===== src/rtl/dec_irq_pkg.sv =====
package dec_irq_pkg;
   localparam int ADDR_W  = 4;
   localparam int CAP_W   = 32;

   localparam int B_PSC   = 0;
   localparam int B_ACMP  = 1;
   localparam int B_RSV   = 2;
   localparam int B_BAV   = 3;

   localparam logic [ADDR_W-1:0] A_STATUS = 4'h0;
   localparam logic [ADDR_W-1:0] A_MASK   = 4'h1;

   typedef enum logic [1:0] {
      PG_CTRL = 2'b00,
      PG_CMP  = 2'b01,
      PG_VCAP = 2'b10,
      PG_ACAP = 2'b11
   } page_e;
endpackage


===== src/rtl/dis_cmp_match.sv =====
module dis_cmp_match #(
   parameter int W = 32
) (
   input  logic         clk,
   input  logic         rst_n,
   input  logic [W-1:0] ref_val,
   input  logic [W-1:0] cur_val,
   output logic         hit
);
   logic eq, eq_q;

   assign eq  = (ref_val == cur_val);
   assign hit = eq & ~eq_q;

   always_ff @(posedge clk or negedge rst_n) begin
      if (!rst_n) eq_q <= 1'b0;
      else        eq_q <= eq;
   end

   AST_CMP_SINGLE_HIT: assert property (@(posedge clk) disable iff (!rst_n)
      hit |=> !hit);
endmodule


===== src/rtl/dis_vblank_edge.sv =====
module dis_vblank_edge (
   input  logic clk,
   input  logic rst_n,
   input  logic tc_valid,
   input  logic tc_sav,
   input  logic tc_vbit,
   output logic active_start
);
   logic sav_seen;
   logic v_prev;

   assign sav_seen     = tc_valid & tc_sav;
   assign active_start = sav_seen & ~tc_vbit & v_prev;

   always_ff @(posedge clk or negedge rst_n) begin
      if (!rst_n)        v_prev <= 1'b0;
      else if (sav_seen) v_prev <= tc_vbit;
   end

   AST_BAV_NO_REPEAT: assert property (@(posedge clk) disable iff (!rst_n)
      active_start |=> !active_start);
   AST_EAV_NO_START: assert property (@(posedge clk) disable iff (!rst_n)
      (tc_valid && !tc_sav) |-> !active_start);
endmodule


===== src/rtl/dis_ptr_capture.sv =====
module dis_ptr_capture
   import dec_irq_pkg::*;
#(
   parameter int PTR_W = 24
) (
   input  logic             clk,
   input  logic             rst_n,
   input  logic             evt,
   input  logic [PTR_W-1:0] ptr,
   output logic [CAP_W-1:0] cap
);
   logic [PTR_W-1:0] held;

   always_ff @(posedge clk or negedge rst_n) begin
      if (!rst_n)   held <= '0;
      else if (evt) held <= ptr;
   end

   generate
      if (PTR_W < CAP_W) begin : g_pad
         assign cap = {{(CAP_W-PTR_W){1'b0}}, held};
      end else begin : g_full
         assign cap = held;
      end
   endgenerate

   AST_CAP_TAKES_PTR: assert property (@(posedge clk) disable iff (!rst_n)
      evt |=> (held == $past(ptr)));
   AST_CAP_HOLDS: assert property (@(posedge clk) disable iff (!rst_n)
      !evt |=> $stable(held));
endmodule


===== src/rtl/dec_irq_status.sv =====
module dec_irq_status
   import dec_irq_pkg::*;
#(
   parameter int PTR_W   = 24,
   parameter int SCR_W   = 32,
   parameter bit IRQ_REG = 1'b0
) (
   input  logic              clk,
   input  logic              rst_n,
   input  logic              psc_evt,
   input  logic              async_evt,
   input  logic [PTR_W-1:0]  vid_rdptr,
   input  logic [PTR_W-1:0]  aud_rdptr,
   input  logic [SCR_W-1:0]  scr_now,
   input  logic              tc_valid,
   input  logic              tc_sav,
   input  logic              tc_vbit,
   input  logic              bus_sel,
   input  logic              bus_wr,
   input  logic              bus_rd,
   input  logic [ADDR_W-1:0] bus_addr,
   input  logic [7:0]        bus_wdata,
   output logic [7:0]        bus_rdata,
   output logic              irq_n
);
   localparam int CMP_BYTES = SCR_W / 8;

   generate
      if (SCR_W % 8 != 0 || SCR_W < 8 || SCR_W > CAP_W) begin : g_bad_scr
         $error("SCR_W must be a whole number of bytes, 8 to 32");
      end
      if (PTR_W < 1 || PTR_W > CAP_W) begin : g_bad_ptr
         $error("PTR_W must lie between 1 and 32");
      end
   endgenerate

   logic             wr_en, rd_st;
   logic             f_psc, f_acmp, f_bav, rsv_bit;
   logic [7:0]       mask_q;
   logic [SCR_W-1:0] cmp_val;
   logic [CAP_W-1:0] cmp32, vcap, acap;
   logic             acmp_hit, bav_hit;
   logic [3:0]       pend;
   logic [7:0]       status_byte, rd_mux;

   assign wr_en = bus_sel & bus_wr;
   assign rd_st = bus_sel & bus_rd & (bus_addr == A_STATUS);

   // event sources
   dis_cmp_match #(.W(SCR_W)) u_acmp (
      .clk(clk), .rst_n(rst_n), .ref_val(cmp_val), .cur_val(scr_now), .hit(acmp_hit));

   dis_vblank_edge u_bav (
      .clk(clk), .rst_n(rst_n), .tc_valid(tc_valid), .tc_sav(tc_sav),
      .tc_vbit(tc_vbit), .active_start(bav_hit));

   dis_ptr_capture #(.PTR_W(PTR_W)) u_vcap (
      .clk(clk), .rst_n(rst_n), .evt(psc_evt), .ptr(vid_rdptr), .cap(vcap));

   dis_ptr_capture #(.PTR_W(PTR_W)) u_acap (
      .clk(clk), .rst_n(rst_n), .evt(async_evt), .ptr(aud_rdptr), .cap(acap));

   // sticky flags, cleared by a status read unless re-fired in that cycle
   always_ff @(posedge clk or negedge rst_n) begin
      if (!rst_n) begin
         f_psc  <= 1'b0;
         f_acmp <= 1'b0;
         f_bav  <= 1'b0;
      end else begin
         f_psc  <= (f_psc  & ~rd_st) | psc_evt;
         f_acmp <= (f_acmp & ~rd_st) | acmp_hit;
         f_bav  <= (f_bav  & ~rd_st) | bav_hit;
      end
   end

   // host-written registers
   always_ff @(posedge clk or negedge rst_n) begin
      if (!rst_n) begin
         mask_q  <= '0;
         rsv_bit <= 1'b0;
         cmp_val <= '1;
      end else if (wr_en) begin
         if (bus_addr == A_STATUS) rsv_bit <= bus_wdata[B_RSV];
         if (bus_addr == A_MASK)   mask_q  <= bus_wdata;
         for (int k = 0; k < CMP_BYTES; k++) begin
            if (bus_addr == {PG_CMP, 2'(k)}) cmp_val[8*k +: 8] <= bus_wdata;
         end
      end
   end

   generate
      if (SCR_W < CAP_W) begin : g_cmp_pad
         assign cmp32 = {{(CAP_W-SCR_W){1'b0}}, cmp_val};
      end else begin : g_cmp_full
         assign cmp32 = cmp_val;
      end
   endgenerate

   // read path
   always_comb begin
      status_byte         = '0;
      status_byte[B_PSC]  = f_psc;
      status_byte[B_ACMP] = f_acmp;
      status_byte[B_RSV]  = rsv_bit;
      status_byte[B_BAV]  = f_bav;
   end

   always_comb begin
      rd_mux = '0;
      case (page_e'(bus_addr[3:2]))
         PG_CTRL: begin
            if (bus_addr == A_STATUS)    rd_mux = status_byte;
            else if (bus_addr == A_MASK) rd_mux = mask_q;
         end
         PG_CMP:  rd_mux = cmp32[{bus_addr[1:0], 3'b000} +: 8];
         PG_VCAP: rd_mux = vcap[{bus_addr[1:0], 3'b000} +: 8];
         PG_ACAP: rd_mux = acap[{bus_addr[1:0], 3'b000} +: 8];
         default: rd_mux = '0;
      endcase
   end

   assign bus_rdata = (bus_sel & bus_rd) ? rd_mux : 8'h00;

   // interrupt line
   assign pend = {f_bav & ~mask_q[B_BAV], 1'b0,
                  f_acmp & ~mask_q[B_ACMP], f_psc & ~mask_q[B_PSC]};

   generate
      if (IRQ_REG) begin : g_irq_reg
         logic irq_q;
         always_ff @(posedge clk or negedge rst_n) begin
            if (!rst_n) irq_q <= 1'b1;
            else        irq_q <= ~|pend;
         end
         assign irq_n = irq_q;
      end else begin : g_irq_comb
         assign irq_n = ~|pend;

         AST_PSC_RAISES_IRQ: assert property (@(posedge clk) disable iff (!rst_n)
            (psc_evt && !mask_q[B_PSC] && !(wr_en && bus_addr == A_MASK)) |=> !irq_n);
      end
   endgenerate

   AST_FLAGS_STICKY: assert property (@(posedge clk) disable iff (!rst_n)
      !rd_st |=> ((f_psc >= $past(f_psc)) && (f_acmp >= $past(f_acmp)) && (f_bav >= $past(f_bav))));
   AST_READ_CLEARS: assert property (@(posedge clk) disable iff (!rst_n)
      (rd_st && !psc_evt && !acmp_hit && !bav_hit) |=> (!f_psc && !f_acmp && !f_bav));
   AST_READ_RACE_KEEPS: assert property (@(posedge clk) disable iff (!rst_n)
      (rd_st && psc_evt) |=> f_psc);
   AST_RSV_NO_EFFECT: assert property (@(posedge clk) disable iff (!rst_n)
      (wr_en && bus_addr == A_STATUS && !psc_evt && !acmp_hit && !bav_hit) |=> $stable({f_psc, f_acmp, f_bav}));
endmodule


===== config.mk =====
export PLATFORM = sky130hd
export DESIGN_NAME = dec_irq_status
export DESIGN_NICKNAME = d
export VERILOG_FILES = /design/src/rtl/dec_irq_pkg.sv /design/src/rtl/dis_cmp_match.sv /design/src/rtl/dis_vblank_edge.sv /design/src/rtl/dis_ptr_capture.sv /design/src/rtl/dec_irq_status.sv
export SDC_FILE = /design/constraint.sdc
export NUM_CORES = 1
export LEC_CHECK = 0
export ABC_AREA = 1
export CAP_MARGIN = 20
export CORE_ASPECT_RATIO = 1.5
export CORE_MARGIN = 4
export CORE_UTILIZATION = 45
export CTS_CLUSTER_DIAMETER = 120
export CTS_CLUSTER_SIZE = 8
export DETAILED_ROUTE_END_ITERATION = 12
export DONT_BUFFER_PORTS = 1
export PLACE_DENSITY = 0.59
export SLEW_MARGIN = 30
export SYNTH_ARGS = -nofsm -noshare
export SYNTH_HDL_FRONTEND = slang
export SYNTH_HIERARCHICAL = 1
export SYNTH_SLANG_ARGS = --single-unit
export TNS_END_PERCENT = 50

===== constraint.sdc =====
create_clock -name clk -period 2.1 [get_ports clk]
set_clock_uncertainty 0.2 [all_clocks]
set_input_delay 0.525 -clock clk [delete_from_list [all_inputs] [get_ports clk]]
set_output_delay 0.525 -clock clk [all_outputs]
set_load 0.005 [all_outputs]

==> results by group, run 1 <==
Pwr
  – Total Power: 4.76 mW
  – Max VDD drop: 424 uV
  – PD cells: 792 nW/um^2
  – Leakage: 2.98 nW

Clocking
  – H-tree lvl count: 3
  – Clock-pin slew on the worst setup and hold paths: 60 ps
  – CTS Buffer Depth: 2
  – Root Driver: clkbuf_16
  – Cts bufs inserted: 9
  – Clock latency on the worst-skew pair: 340 ps
  – CTS tree: yes
  – CTS sink count: 94

Global routing
  – Pin count of the biggest net entering global routing: 95
  – Global route overflow: 0
  – GRT Total Usage: 21.2%
  – Vias in the first global route: 4524
  – First-pass GRT wire length: 23800 um
  – Initial antenna violation count: 0

Detailed routing
  – Final wirelength: 14700 um
  – Via/cell ratio: 4.96
  – # DRC: 0
  – Vias post-DR: 4619
  – Routed Antenna Nets: 0
  – TritonRoute pass-1 iters: 5
  – Detailed Route Iter0 Violations: 230
  – Routed len/inst: 15.8 um

Logic synthesis
  – Synth Instances: 774
  – Synth top cells by count: nand2_1 (317), inv_1 (75), dfrtp_1 (62)
  – Most frequent cell after synthesis: nand2_1
  – Synth area leader: dfrtp_1
  – Avg Synthesized Cell Area: 7.32 um^2
  – Sequential fraction of the synthesis area: 42.2%
  – Synth unique cells: 36
  – Number of synthesized flops with an enable pin: 0
  – Synthesized area: 5660 um^2
  – Main flop type after synthesis: dfrtp_1
  – Post-synth ARST share: 100%
  – Post-synth top area share: 27.4%
  – Top post-synthesis cells by area: dfrtp_1 (27%), nand2_1 (21%), dfstp_2 (15%)
  – YS warnings: 6
  – Yosys reg bits: 94

Placed design
  – Hpwl dp: 11700 um
  – GPL Wtd Cong: 0.963
  – I/O Buffers: 0

Floorplanning
  – Initial Util: 46.7%
  – Core area: 12100 um^2
  – Die X: 99.6 um
  – Die H: 145 um
  – # IOs: 111
  – Num rows: 49
  – Die ar.: 14500 um^2

Layout
  – Layout Utilization: 49.5%
  – Ant diodes: 0
  – Final net count: 875
  – Layout cells sized above 1: 16.5%
  – Area Growth Syn to Fin: 6.19%

Setup path
  – WP buf/inv: 0
  – Critical path's top delay family: simple AND/OR/NAND/NOR gates
  – Critical Setup Path Class: flip-flop to primary output
  – Crit-path cells: or2_1 -> o211ai_1 -> nand2_1 -> nand2_1 -> nor2_2 -> nor2_1 -> nor2_2
  – Critical Path End Type: primary output
  – Crit start category: flip-flop
  – CP required: 1370 ps
  – Critical Path Max Stage Delay: 570 ps
  – Critical-path top delay cell: dfstp_2
  – Crit-path max FO: 3
  – Worst Path Arrival: 1680 ps

Timing
  – Worst setup margin: -306 ps
  – Endpoints failing setup: 8
  – RSZ-0062 raised after global routing: yes
  – Final min period: 2410 ps
  – Final Hold Viols: 94
  – Hold_ws: -326 ps
  – Final count of pins violating max slew: 0
  – Highest clock rate: 0.416 GHz
  – Setup TNS: -1720 ps
  – Final worst-path cycle share: 115%

Job
  – Max cap viols: 0

Outcome
  – Status: finished, violations left
  – Failing checks: negative hold slack, negative setup slack

Worst hold path
  – Min-Delay Path Class: primary input to async pin
[cells in the final DEF, fill, tap and decap left out, drive strengths merged, types with 6 or more instances in the layout]
cell type	count
nor3	6
buf	19
nand3	43
dfstp	32
conb	16
xnor2	23
dfrtp	62
nand2	338
nor2	40
clkbuf	15
inv	80
or2	36
o21ai	50
[area by class of cell]
| type | instances | area, um^2 |
|---|---|---|
| fillers | 1243 | 6120 |
| multi-input cells | 568 | 2660 |
| flip-flops and latches | 94 | 2390 |
| inverters | 81 | 324 |
| clock buffers | 15 | 278 |
| well taps | 153 | 191 |
| repair buffers | 19 | 168 |
| clock inverters | 1 | 5.00 |
[report_power, final]
group | internal, mW | switching, mW
Clock | 0.899 | 0.638
Sequential | 2.14 | 0.215
Combinational | 0.404 | 0.467
[state kept, by name, indices dropped and copies added, names as in the netlist]
register / flops
cmp32: 32
f_acmp: 1
f_bav: 1
f_psc: 1
mask_q: 8
rsv_bit: 1
u_acap/held: 24
u_acmp/eq_q: 1
u_bav/v_prev: 1
u_vcap/held: 24
[path summary, 6_finish.rpt]
check	end	slack [ps]	depth (start not counted)	start
min in group clk	u_acap/held[13]	90	2	async_evt
max	bus_rdata[2]	-310	7	cmp32[2]
min	u_acap/held[5]	-330	0	rst_n
max reg2reg	f_acmp	280	9	cmp32[24]
min reg2reg	u_acap/held[16]	270	2	u_acap/held[16]
max in group asynchronous	cmp32[20]	1810	0	rst_n
[stage by stage]
stage	cells	cell area, um^2	worst slack (ps)
after global routing	931	6010	-329
after global placement	908	5630	-191
after detailed placement	908	5630	-179
final	931	6010	-306
after floorplan	788	5730	-7.53
after CTS	930	5980	-293
[metal layers]
layer	track usage, %	wire length (um)	part of all wire, %	up-vias
met4	7.93	450	3.1	0
met2	35.9	7380	50	147
met5	0	0	0	-
met1	26.8	6060	41	2135
met3	3.55	864	5.9	23
li1	-	-	-	2314
[timing repair]
item | CTS | global route
resized for setup | 11 | 9
cloned | 0 | 0
hold endpoints to repair | 94 | 94
endpoints found under the setup margin | 8 | 8
setup buffers | 6 | 1
pin swaps | 7 | 9
[cell families (layout without fill, tap and decap cells)]
| logic type | after synthesis | count (layout) | synth area share (%) |
|---|---|---|---|
| flip-flops | 94 | 94 | 42.2 |
| other | 2 | 16 | 0.133 |
| AND/OR/NAND/NOR | 467 | 467 | 35.5 |
| AO/OA/AOI/OAI | 62 | 62 | 5.85 |
| XOR/XNOR | 23 | 23 | 3.56 |
| buffers and inverters | 126 | 116 | 12.7 |
Power figures use the tool's default switching activity.
==> inputs of run 2 (changes only) <==
- BUFFER_PORTS_ARGS: unset -> -buffer_cell sky130_fd_sc_hd__buf_2
- DONT_BUFFER_PORTS: 1 -> unset
- PLACE_DENSITY: 0.59 -> unset
- PLACE_DENSITY_LB_ADDON: unset -> 0.3
- REMOVE_ABC_BUFFERS: unset -> 1
==> run 2 against run 1 <==
Utilization is 6.6 points higher. Critical path type unchanged. Count of clock-buffer cells in the layout down 6. Global-route usage down 0.11 points. Worst setup slack better by 39 ps. Sequential power is essentially flat. Die area unchanged. Via count increased by 8.0%. The flow finishes with violations (negative setup slack). Maximum frequency up 1.7%. Highest routed layer unchanged.
==> results by group, run 2 (synthesis gave the netlist of run 1 again) <==
Detailed routing
  – # DRC: 0
  – Vias post-DR: 4988
  – Routed len/inst: 13.9 um
  – Detailed Route Iter0 Violations: 309
  – Routed Antenna Nets: 0
  – TritonRoute pass-1 iters: 4
  – Via/cell ratio: 4.67
  – Final wirelength: 14800 um

Floorplanning
  – Die H: 145 um
  – Die ar.: 14500 um^2
  – Initial Util: 46.7%
  – # IOs: 111
  – Core area: 12100 um^2
  – Num rows: 49
  – Die X: 99.6 um

Layout
  – Commonest non-fill, non-tap cell in the layout: nand2_1
  – Final net count: 1011
  – Area Growth Syn to Fin: 20.4%
  – Commonest cells after routing, fill and taps aside: nand2_1 (316), buf_2 (108), inv_1 (75)
  – Layout cells sized above 1: 28.3%
  – Finished Layout Cells: 1067
  – Max reg flops: 32
  – Layout Utilization: 56.2%
  – Ant diodes: 0

Setup path
  – Worst Path Arrival: 1640 ps
  – R2R Setup Slk: 230 ps
  – Crit-path max FO: 2
  – Crit start category: flip-flop
  – RR Startpoint: cmp32[13]
  – Worst reg2reg endpoint: f_acmp
  – Critical Path End Type: primary output
  – Critical Setup Path Class: flip-flop to primary output
  – CP required: 1370 ps
  – R2R cell count: 9

Clocking
  – Cts bufs inserted: 9
  – CTS Buffer Depth: 2
  – Clock-pin slew on the worst setup and hold paths: 70 ps
  – CTS tree: yes
  – Clock latency on the worst-skew pair: 340 ps
  – CTS sink count: 94
  – Root Driver: clkbuf_16
  – H-tree lvl count: 3

Placed design
  – GPL Wtd Cong: 0.909
  – I/O Buffers: 110
  – Placed cells: 1043
  – Hpwl dp: 11300 um

Global routing
  – GRT met1 Usage: 27.7%
  – Most Crowded Layer GR: met2
  – Initial antenna violation count: 0
  – Met2 Track Usage GR: 34.2%
  – GRT Total Usage: 21.1%
  – Global route overflow: 0
  – GR Layer Usage met3: 2.88%
  – Pin count of the biggest net entering global routing: 95
  – Vias in the first global route: 4945
  – First-pass GRT wire length: 24500 um

Timing
  – Final worst-path cycle share: 113%
  – Setup TNS: -1910 ps
  – Hold_ws: 22.3 ps
  – Worst setup margin: -267 ps
  – Final Hold Viols: 0
  – Endpoints failing setup: 8
  – Final count of pins violating max slew: 0
  – Highest clock rate: 0.422 GHz
  – RSZ-0062 raised after global routing: yes
  – Final min period: 2370 ps

Pwr
  – Max VDD drop: 347 uV
  – PD cells: 758 nW/um^2
  – Total Power: 5.17 mW
  – Leakage: 3.58 nW

Worst hold path
  – Min-Delay Path Class: primary input to async pin

Job
  – Max cap viols: 0

Outcome
  – Status: finished, violations left
  – Failing checks: negative setup slack
## run 2: cell types whose count changed in the layout (fill, tap and decap cells not counted), moves of 3 or more
cell      previous run  this run
nand2_1            313       316
buf_4               17        39
clkbuf_8             3         0
nand2_2             24        21
buf_6                0         5
clkbuf_1             3         0
buf_2                0       108
nor2_1              30        35
nor2_2               8         3
## run 2: timing repair
action / 4_1_cts / 5_1_grt
hold buffers: 0 / 0
setup endpoints to repair: 8 / 8
cloned: 1 / 0
buffers inserted: 4 / 3
resized for setup: 17 / 7
pin swaps: 2 / 17
## run 2: how the worst max path moves through the flow
stage	startpoint	endpoint
floorplan	bus_addr[2]	bus_rdata[5]
global placement	bus_addr[3]	bus_rdata[3]
detailed placement	bus_addr[3]	bus_rdata[2]
CTS	cmp32[29]	bus_rdata[5]
global route	cmp32[29]	bus_rdata[5]
finish	cmp32[29]	bus_rdata[5]
## run 2: final cells by class
cell class                 instances  area [um^2]
timing repair buffer             155          950
clock inverter                     7         95.1
multi-input combinational        568         2640
sequential                        94         2390
fill                            1216         5320
inverter                          81          324
clock buffer                       9          225
tap                              153          191
## run 2: power by group
group	switching (mW)	leakage, nW	internal, mW
clock network	0.713	0.156	1.05
registers	0.191	1.09	2.14
logic	0.570	2.33	0.510
## run 2: worst max-delay path: stages (launching register included)
cell	delay, ps
dfstp_2	540
or2_1	120
nand3_1	70
nand2_1	70
nand3_1	60
nor2_1	130
nor2_1	60
nor2_1	120
buf_2	140
## run 2: stage by stage
stage	cell area, um^2	setup slack (ps)
2_1_floorplan	5320	-124
3_3_place_gp	6370	-393
3_5_place_dp	6370	-410
4_1_cts	6780	-290
5_1_grt	6820	-385
6_report	6820	-267
## run 2: metal layers
metal / vias to the layer above / part of all wire [%]
li1: 2596 / -
met1: 2237 / 43
met2: 126 / 49
met3: 29 / 4.4
met4: 0 / 3.2
met5: - / 0
==> inputs of run 3 (changes only) <==
- SETUP_SLACK_MARGIN: unset -> 0.2
==> run 3 against run 2 <==
Final area is essentially flat. The run still ends with negative setup slack left. Non-clock buffer count is the same. Count of clock-buffer cells in the layout did not move. Critical path depth did not move.
==> results by group, run 3 (synthesis gave the netlist of run 1 again) <==
Floorplanning
  – Die X: 99.6 um
  – # IOs: 111
  – Die H: 145 um
  – Initial Util: 46.7%
  – Die ar.: 14500 um^2
  – Core area: 12100 um^2
  – Num rows: 49

Global routing
  – First-pass GRT wire length: 24500 um
  – Vias in the first global route: 4945
  – Global route overflow: 0
  – Initial antenna violation count: 0
  – GRT Total Usage: 21.1%
  – Pin count of the biggest net entering global routing: 95

Timing
  – Highest clock rate: 0.422 GHz
  – Final count of pins violating max slew: 0
  – RSZ-0062 raised after global routing: yes
  – Endpoints failing setup: 8
  – Final Hold Viols: 0
  – Final min period: 2370 ps
  – Worst setup margin: -267 ps
  – Final worst-path cycle share: 113%

Setup path
  – Crit-path cells: or2_1 -> nand3_1 -> nand2_1 -> nand3_1 -> nor2_1 -> nor2_1 -> nor2_1 -> buf_2
  – Critical Setup Path Class: flip-flop to primary output
  – R2R cell count: 9
  – Worst Path Arrival: 1640 ps
  – Critical Path Max Stage Delay: 540 ps
  – Critical Path End Type: primary output
  – Crit start category: flip-flop
  – Top cell by count, worst path: nor2_1
  – Critical-path top delay cell: dfstp_2
  – R2R Setup Slk: 250 ps
  – Worst reg2reg endpoint: f_acmp
  – Crit-path max FO: 2
  – WP buf/inv: 1
  – RR Startpoint: cmp32[3]
  – CP required: 1370 ps
  – Critical path's top delay family: simple AND/OR/NAND/NOR gates

Worst hold path
  – Min-Delay Path Class: primary input to async pin

Detailed routing
  – # DRC: 0
  – Vias post-DR: 4988
  – TritonRoute pass-1 iters: 4
  – Detailed Route Iter0 Violations: 310
  – Routed len/inst: 13.9 um
  – Via/cell ratio: 4.67
  – Routed Antenna Nets: 0
  – Final wirelength: 14800 um

Pwr
  – Leakage: 3.58 nW
  – Max VDD drop: 347 uV
  – PD cells: 758 nW/um^2

Layout
  – Filler cells: 1216
  – Seq. cell area: 2390 um^2
  – Area Growth Syn to Fin: 20.4%
  – Commonest cells after routing, fill and taps aside: nand2_1 (316), buf_2 (108), inv_1 (75)
  – Ant diodes: 0
  – Area of the multi-input gates: 2640 um^2
  – Commonest non-fill, non-tap cell in the layout: nand2_1
  – Finished Layout Cells: 1067
  – Max reg flops: 32
  – Layout cells sized above 1: 28.4%
  – Final net count: 1011

Clocking
  – CTS sink count: 94
  – Clock latency on the worst-skew pair: 340 ps
  – CTS tree: yes
  – Clock-pin slew on the worst setup and hold paths: 70 ps
  – Cts bufs inserted: 9
  – Hold Buf Count CTS: 0
  – CTS Buffer Depth: 2
  – H-tree lvl count: 3
  – Root Driver: clkbuf_16

Outcome
  – Status: finished, violations left
  – Failing checks: negative setup slack

Placed design
  – GPL Wtd Cong: 0.909
  – Hpwl dp: 11300 um
  – Worst slack, placed: -410 ps
  – Placed cells: 1043
  – I/O Buffers: 110

Job
  – Max cap viols: 0
==> run 3: cell counts in the layout (fill, tap and decap cells not counted) <==
No cell type changed its count.
==> run 3: worst max path at each step <==
stage,startpoint,end,slack [ps],cells past startpoint
6_report,cmp32[29],bus_rdata[5],-270,8
5_1_grt,cmp32[29],bus_rdata[5],-380,8
4_1_cts,cmp32[29],bus_rdata[5],-290,8
3_5_place_dp,bus_addr[3],bus_rdata[2],-410,11
3_3_place_gp,bus_addr[3],bus_rdata[3],-390,11
2_1_floorplan,bus_addr[2],bus_rdata[5],-120,5
==> run 3: layer usage <==
layer  GRT usage [%]  wire length, um
met5               0                0
met4            9.71              452
met3            2.88              648
met2            34.2             7340
met1            27.7             6380
==> run 3: stage by stage <==
step | area (um^2) | total power [mW] | hold slack, ps | TNS, ps | utilization (%)
3_3_place_gp | 6370 | 3.35 | 247 | -2990 | 52.4
2_1_floorplan | 5320 | 2.92 | 29.4 | -584 | -
6_report | 6820 | 5.17 | 22.3 | -1910 | 56.2
4_1_cts | 6780 | 5.17 | 48.9 | -1910 | 55.9
3_5_place_dp | 6370 | 3.38 | 253 | -3000 | 52.4
5_1_grt | 6820 | 5.45 | 65.0 | -2690 | 56.2
==> run 3: cell type report <==
cell class | count | share of cell area, %
Timing Repair Buffer | 155 | 13.9
Multi-Input combinational cell | 568 | 38.7
Clock buffer | 9 | 3.30
Tap cell | 153 | 2.81
Clock inverter | 7 | 1.39
Sequential cell | 94 | 35.1
Inverter | 81 | 4.75
==> run 3: what timing repair did <==
item,4_1_cts,5_1_grt
resized for setup,17,8
pin swaps,2,17
endpoints found under the setup margin,8,9
gates cloned,1,0
buffers inserted,4,3
==> run 3: where the power goes <==
part	internal, mW	total [mW]	switching (mW)	leakage, nW
clock network	1.05	1.76	0.713	0.156
logic	0.510	1.08	0.572	2.33
registers	2.14	2.33	0.191	1.09
